File: config.mk
export PLATFORM = sky130hd
export DESIGN_NAME = spc_seq
export DESIGN_NICKNAME = d
export VERILOG_FILES = /design/src/rtl/spc_pkg.sv /design/src/rtl/spc_seq.sv
export SDC_FILE = /design/constraint.sdc
export NUM_CORES = 1
export LEC_CHECK = 0
export CAP_MARGIN = 20
export CORE_ASPECT_RATIO = 2
export CORE_MARGIN = 5
export CORE_UTILIZATION = 48
export CTS_BUF_LIST = sky130_fd_sc_hd__clkbuf_16
export DETAILED_ROUTE_END_ITERATION = 10
export GPL_TIMING_DRIVEN = 0
export HOLD_SLACK_MARGIN = 0.1
export PLACE_DENSITY = 0.85
export SLEW_MARGIN = 15
export SYNTH_ARGS = -nofsm -noshare
export SYNTH_HDL_FRONTEND = slang
export SYNTH_SLANG_ARGS = --single-unit
File: constraint.sdc
create_clock -name clk -period 4.25 [get_ports clk]
set_input_delay 0.85 -clock clk [delete_from_list [all_inputs] [get_ports clk]]
set_output_delay 0.85 -clock clk [all_outputs]
set_load 0.02 [all_outputs]
File: src/rtl/spc_pkg.sv
package spc_pkg;

   // Sequencer states
   typedef enum logic [1:0] {
      SPC_IDLE  = 2'd0,
      SPC_LK_LO = 2'd1,
      SPC_LK_HI = 2'd2
   } spc_state_e;

   // Bit meaning within a permission mask
   localparam int unsigned SPC_BIT_RD = 0;
   localparam int unsigned SPC_BIT_WR = 1;
   localparam int unsigned SPC_BIT_EX = 2;

endpackage

File: src/rtl/spc_seq.sv
module spc_seq
   import spc_pkg::*;
#(
   parameter int unsigned PG_W   = 36,
   parameter int unsigned PERM_W = 3
) (
   input  logic              clk,
   input  logic              rst_n,
   input  logic              req_valid,
   input  logic              chk_en,
   input  logic [PERM_W-1:0] req_mask,
   input  logic [PG_W-1:0]   first_pg,
   input  logic [PG_W-1:0]   last_pg,
   input  logic              two_pages,
   input  logic              bad_span,
   input  logic              lk_ack,
   input  logic              page_pass,
   output logic              lk_req,
   output logic [PG_W-1:0]   lk_page,
   output logic [PERM_W-1:0] mask_q,
   output logic              idle,
   output logic              rsp_valid,
   output logic              rsp_grant,
   output logic              rsp_err
);

   spc_state_e      state_q;
   logic [PG_W-1:0] pg_lo_q;
   logic [PG_W-1:0] pg_hi_q;
   logic            two_q;
   logic            acc_q;

   assign idle    = (state_q == SPC_IDLE);
   assign lk_req  = (state_q == SPC_LK_LO) || (state_q == SPC_LK_HI);
   assign lk_page = (state_q == SPC_LK_HI) ? pg_hi_q : pg_lo_q;

   always_ff @(posedge clk) begin
      if (!rst_n) begin
         state_q   <= SPC_IDLE;
         pg_lo_q   <= '0;
         pg_hi_q   <= '0;
         two_q     <= 1'b0;
         acc_q     <= 1'b0;
         mask_q    <= '0;
         rsp_valid <= 1'b0;
         rsp_grant <= 1'b0;
         rsp_err   <= 1'b0;
      end else begin
         rsp_valid <= 1'b0;
         unique case (state_q)
            SPC_IDLE: begin
               if (req_valid) begin
                  if (!chk_en) begin
                     rsp_valid <= 1'b1;
                     rsp_grant <= 1'b1;
                     rsp_err   <= 1'b0;
                  end else if (bad_span) begin
                     rsp_valid <= 1'b1;
                     rsp_grant <= 1'b0;
                     rsp_err   <= 1'b1;
                  end else begin
                     pg_lo_q <= first_pg;
                     pg_hi_q <= last_pg;
                     two_q   <= two_pages;
                     mask_q  <= req_mask;
                     state_q <= SPC_LK_LO;
                  end
               end
            end
            SPC_LK_LO: begin
               if (lk_ack) begin
                  if (two_q) begin
                     acc_q   <= page_pass;
                     state_q <= SPC_LK_HI;
                  end else begin
                     rsp_valid <= 1'b1;
                     rsp_grant <= page_pass;
                     rsp_err   <= 1'b0;
                     state_q   <= SPC_IDLE;
                  end
               end
            end
            SPC_LK_HI: begin
               if (lk_ack) begin
                  rsp_valid <= 1'b1;
                  rsp_grant <= acc_q & page_pass;
                  rsp_err   <= 1'b0;
                  state_q   <= SPC_IDLE;
               end
            end
            default: state_q <= SPC_IDLE;
         endcase
      end
   end

endmodule

==> results.yml <==
critical_path:
  crit_family: "buffers and inverters"
  critPathRequiredTime_ns: 3.40
  critPathCaptureType: "primary output"
  worstSetupStartpointType: "register"
  path_max_fanout: 10
  worst-setup-path-type: "reg -> out"
  crit_arrival_ns: 2.50
  path_common_cell: "buf_2"
  worst_path_max_delay_cell: "clkdlybuf4s50_1"
  crit_buf_inv: 4
  cp_slowest_stage_delay_ns: 0.58
  reg2reg_slack_ns: 2.34
  timing.rr.end: "pg_hi_q[7]$_SDFFE_PN0P_"
  r2r_cells: 7
  path_cells: "inv_1, ha_1, buf_2, buf_2, mux2_2, clkdlybuf4s50_1"
  r2r-start: "state_q[0]$_SDFFE_PN0P_"
placement:
  dp_hpwl_um: 7860
  place_ws_ns: 1.24
  routabilityCongestion: 0.813
  io_buffer_count: 125
  post_dp_cell_area_um2: 4890
routing:
  drcViolationCount: 0
  totalWireLength_um: 10000
  dr.pass1.iters: 4
  route.antenna.remaining_nets: 0
  avgViaCountPerCell: 5.13
  initialDrtViolationCount: 131
  via_count: 3331
  wl_per_cell_um: 15.5
flow_run:
  cap_violations: 0
floorplan:
  initial_core_util: 0.488
  ios: 127
  coreArea_um2: 7210
  rows: 44
  die_w_um: 70.6
  die-area_um2: 9250
  dieHeight_um: 131
timing:
  max_freq_ghz: 0.298
  fin_ws_ns: 0.898
  fin_worst_hold_slack_ns: 0.452
  slew_violations: 0
  worstMarginPinSlew_ns: 0.505
  fin_skew_ns: 0.00572
  rsz0062_at_grt: "false"
  setup_tns_ns: 0
  fin_crit_sh: 0.789
  finalSetupViolations: 0
  timing.slew.headroom: 0.664
  hold_viol: 0
  period_minus_slack_ns: 3.35
synth:
  yosys_warnings: 0
  seq_area_frac_synth: 0.466
  syn_avg_cell_area_um2: 8.44
  yosys-top-cells-area: "dfxtp_1 (47%), nand2_1 (17%), mux2_2 (12%)"
  yosysTopAreaCellShare: 0.466
  syn_area_um2: 3520
  ys_seq_elements: 82
  netlist_instances: 417
  yosysTopAreaCell: "dfxtp_1"
  yosysUniqueCellTypes: 27
  synth_fp_nets: 507
cts:
  worstSkewPairLatency_ns: 0.33
  cts_buffer_depth: 2
  clkTransAtPathRegs_ns: 0.06
  root_buffer: "clkbuf_16"
  cts_resized: 0
  cts_htree_levels: 3
  cts_tree: "done"
  cts_sinks: 82
  cts_hold_buf: 0
  cts_buffers: 9
  post_cts_buffers: 0
worst_hold_path:
  hold_path.class: "reg -> reg"
  min_from: "pg_hi_q[12]$_SDFFE_PN0P_"
  holdPathStages: 2
  holdPathEnd: "pg_hi_q[12]$_SDFFE_PN0P_"
final_layout:
  area_growth_pct: 46.7
  nNetsFinal: 643
  final_area_um2: 5160
  layout-drive-gt1-share: 0.145
  fin_util: 0.716
  fillers: 540
  diodes: 0
grt:
  grt_max_degree: 13
  track_usage: 0.217
  grt_pass1_vias: 3542
  grt_pass1_wl_um: 16100
  antenna_found_initial: 0
  grt_overflow: 0
status:
  status: "finished, final reports clean"
power:
  seq_power_share: 0.450
  power_frac_clock: 0.397
  worst_ir_drop_vdd_v: 0.000300
  p_sw_frac: 0.234
  p_int_mw: 1.39
  leakagePower_nw: 1.91
  switching_power_mw: 0.425
  power.density_nw_per_um2: 352
  combPwrFrac: 0.154
==> layout by cell type (no fill, tap or decap), drive strengths merged <==
cell type,Yosys,routed
nand2,159,159
a211oi,2,2
nand2b,1,1
o21ai,1,1
and4b,1,1
mux2,36,36
nand4b,1,1
buf,22,22
dfxtp,82,82
nor2b,3,3
and3b,1,1
nor4b,1,1
nand3,4,4
clkinv,1,4
bufinv,0,1
inv,2,4
o21ba,1,1
a21oi,77,77
clkdlybuf4s50,0,125
mux2i,5,5
clkbuf,8,17
nor2,1,1
a311o,1,1
ha,7,7
==> per-layer routing <==
| layer | global-route usage | wire (um) | up-vias |
|---|---|---|---|
| li1 | - | - | 1652 |
| met5 | 0 | 0 | - |
| met1 | 0.200 | 3460 | 1547 |
| met2 | 0.426 | 5720 | 102 |
| met3 | 0.0313 | 381 | 30 |
| met4 | 0.133 | 480 | 0 |
==> area by class of cell <==
cell class	count	area (um^2)	area share
Buffer	30	173	0.0334
Clock buffer	9	225	0.0436
Clock inverter	6	51.3	0.00993
Inverter	3	11.3	0.00218
Multi-Input combinational cell	302	1700	0.328
Sequential cell	82	1640	0.318
Tap cell	92	115	0.0223
Timing Repair Buffer	125	1250	0.242
==> worst min-delay path, delay by kind of cell (launching register included) <==
family,cells,cell delay (ns)
AO/OA/AOI/OAI,1,0.05
flip-flops,1,0.30
AND/OR/NAND/NOR,1,0.05
==> power by group through the flow <==
stage / registers [mW] / clock network [mW] / logic (mW)
6_report: 0.818 / 0.722 / 0.279
3_3_place_gp: 0.832 / 0 / 0.275
3_5_place_dp: 0.834 / 0 / 0.279
5_1_grt: 0.821 / 0.762 / 0.302
2_1_floorplan: 0.835 / 0 / 0.130
4_1_cts: 0.818 / 0.735 / 0.282
==> Yosys cell counts <==
library cell	instances
a311o_1	1
clkbuf_1	8
buf_1	1
nor4b_2	1
mux2_2	36
dfxtp_1	82
a211oi_1	1
nand2_1	159
nor2b_1	3
a21oi_1	68
buf_4	1
and3b_1	1
nand2b_1	1
mux2i_1	5
inv_1	2
and4b_1	1
o21ba_2	1
nor2_1	1
clkinv_1	1
a211oi_2	1
o21ai_0	1
ha_1	7
nand4b_1	1
nand3_1	4
buf_2	15
a21oi_2	9
buf_6	5
==> state kept, by name (all words and copies together) (netlist names) <==
name	count
acc_q	1
mask_q	3
pg_hi_q	36
pg_lo_q	36
rsp_err	1
rsp_grant	1
rsp_valid	1
state_q	2
two_q	1
==> how the worst max path moves through the flow <==
stage / from / to / slack (ns) / cells after the start
2_1_floorplan: state_q[0]$_SDFFE_PN0P_ / lk_page[10] / 2.01 / 5
3_3_place_gp: state_q[0]$_SDFFE_PN0P_ / lk_page[5] / 1.28 / 6
3_5_place_dp: state_q[0]$_SDFFE_PN0P_ / lk_page[5] / 1.24 / 6
4_1_cts: state_q[0]$_SDFFE_PN0P_ / lk_page[5] / 0.85 / 6
5_1_grt: state_q[0]$_SDFFE_PN0P_ / lk_page[1] / 0.80 / 6
6_report: state_q[0]$_SDFFE_PN0P_ / lk_page[5] / 0.90 / 6
==> cells by family after synthesis <==
group,share of synthesized area
muxes,0.129
DFF,0.466
buffers and inverters,0.0522
and+or+nand+nor,0.195
adders and majority gates,0.0249
AOI/OAI and AO/OA,0.132
==> stage by stage <==
| step | instances | total power, mW |
|---|---|---|
| after floorplan | 417 | 0.965 |
| after global placement | 634 | 1.11 |
| after detailed placement | 634 | 1.11 |
| after CTS | 649 | 1.83 |
| after global routing | 649 | 1.89 |
| final | 649 | 1.82 |
(Power assumes the default switching activity.)
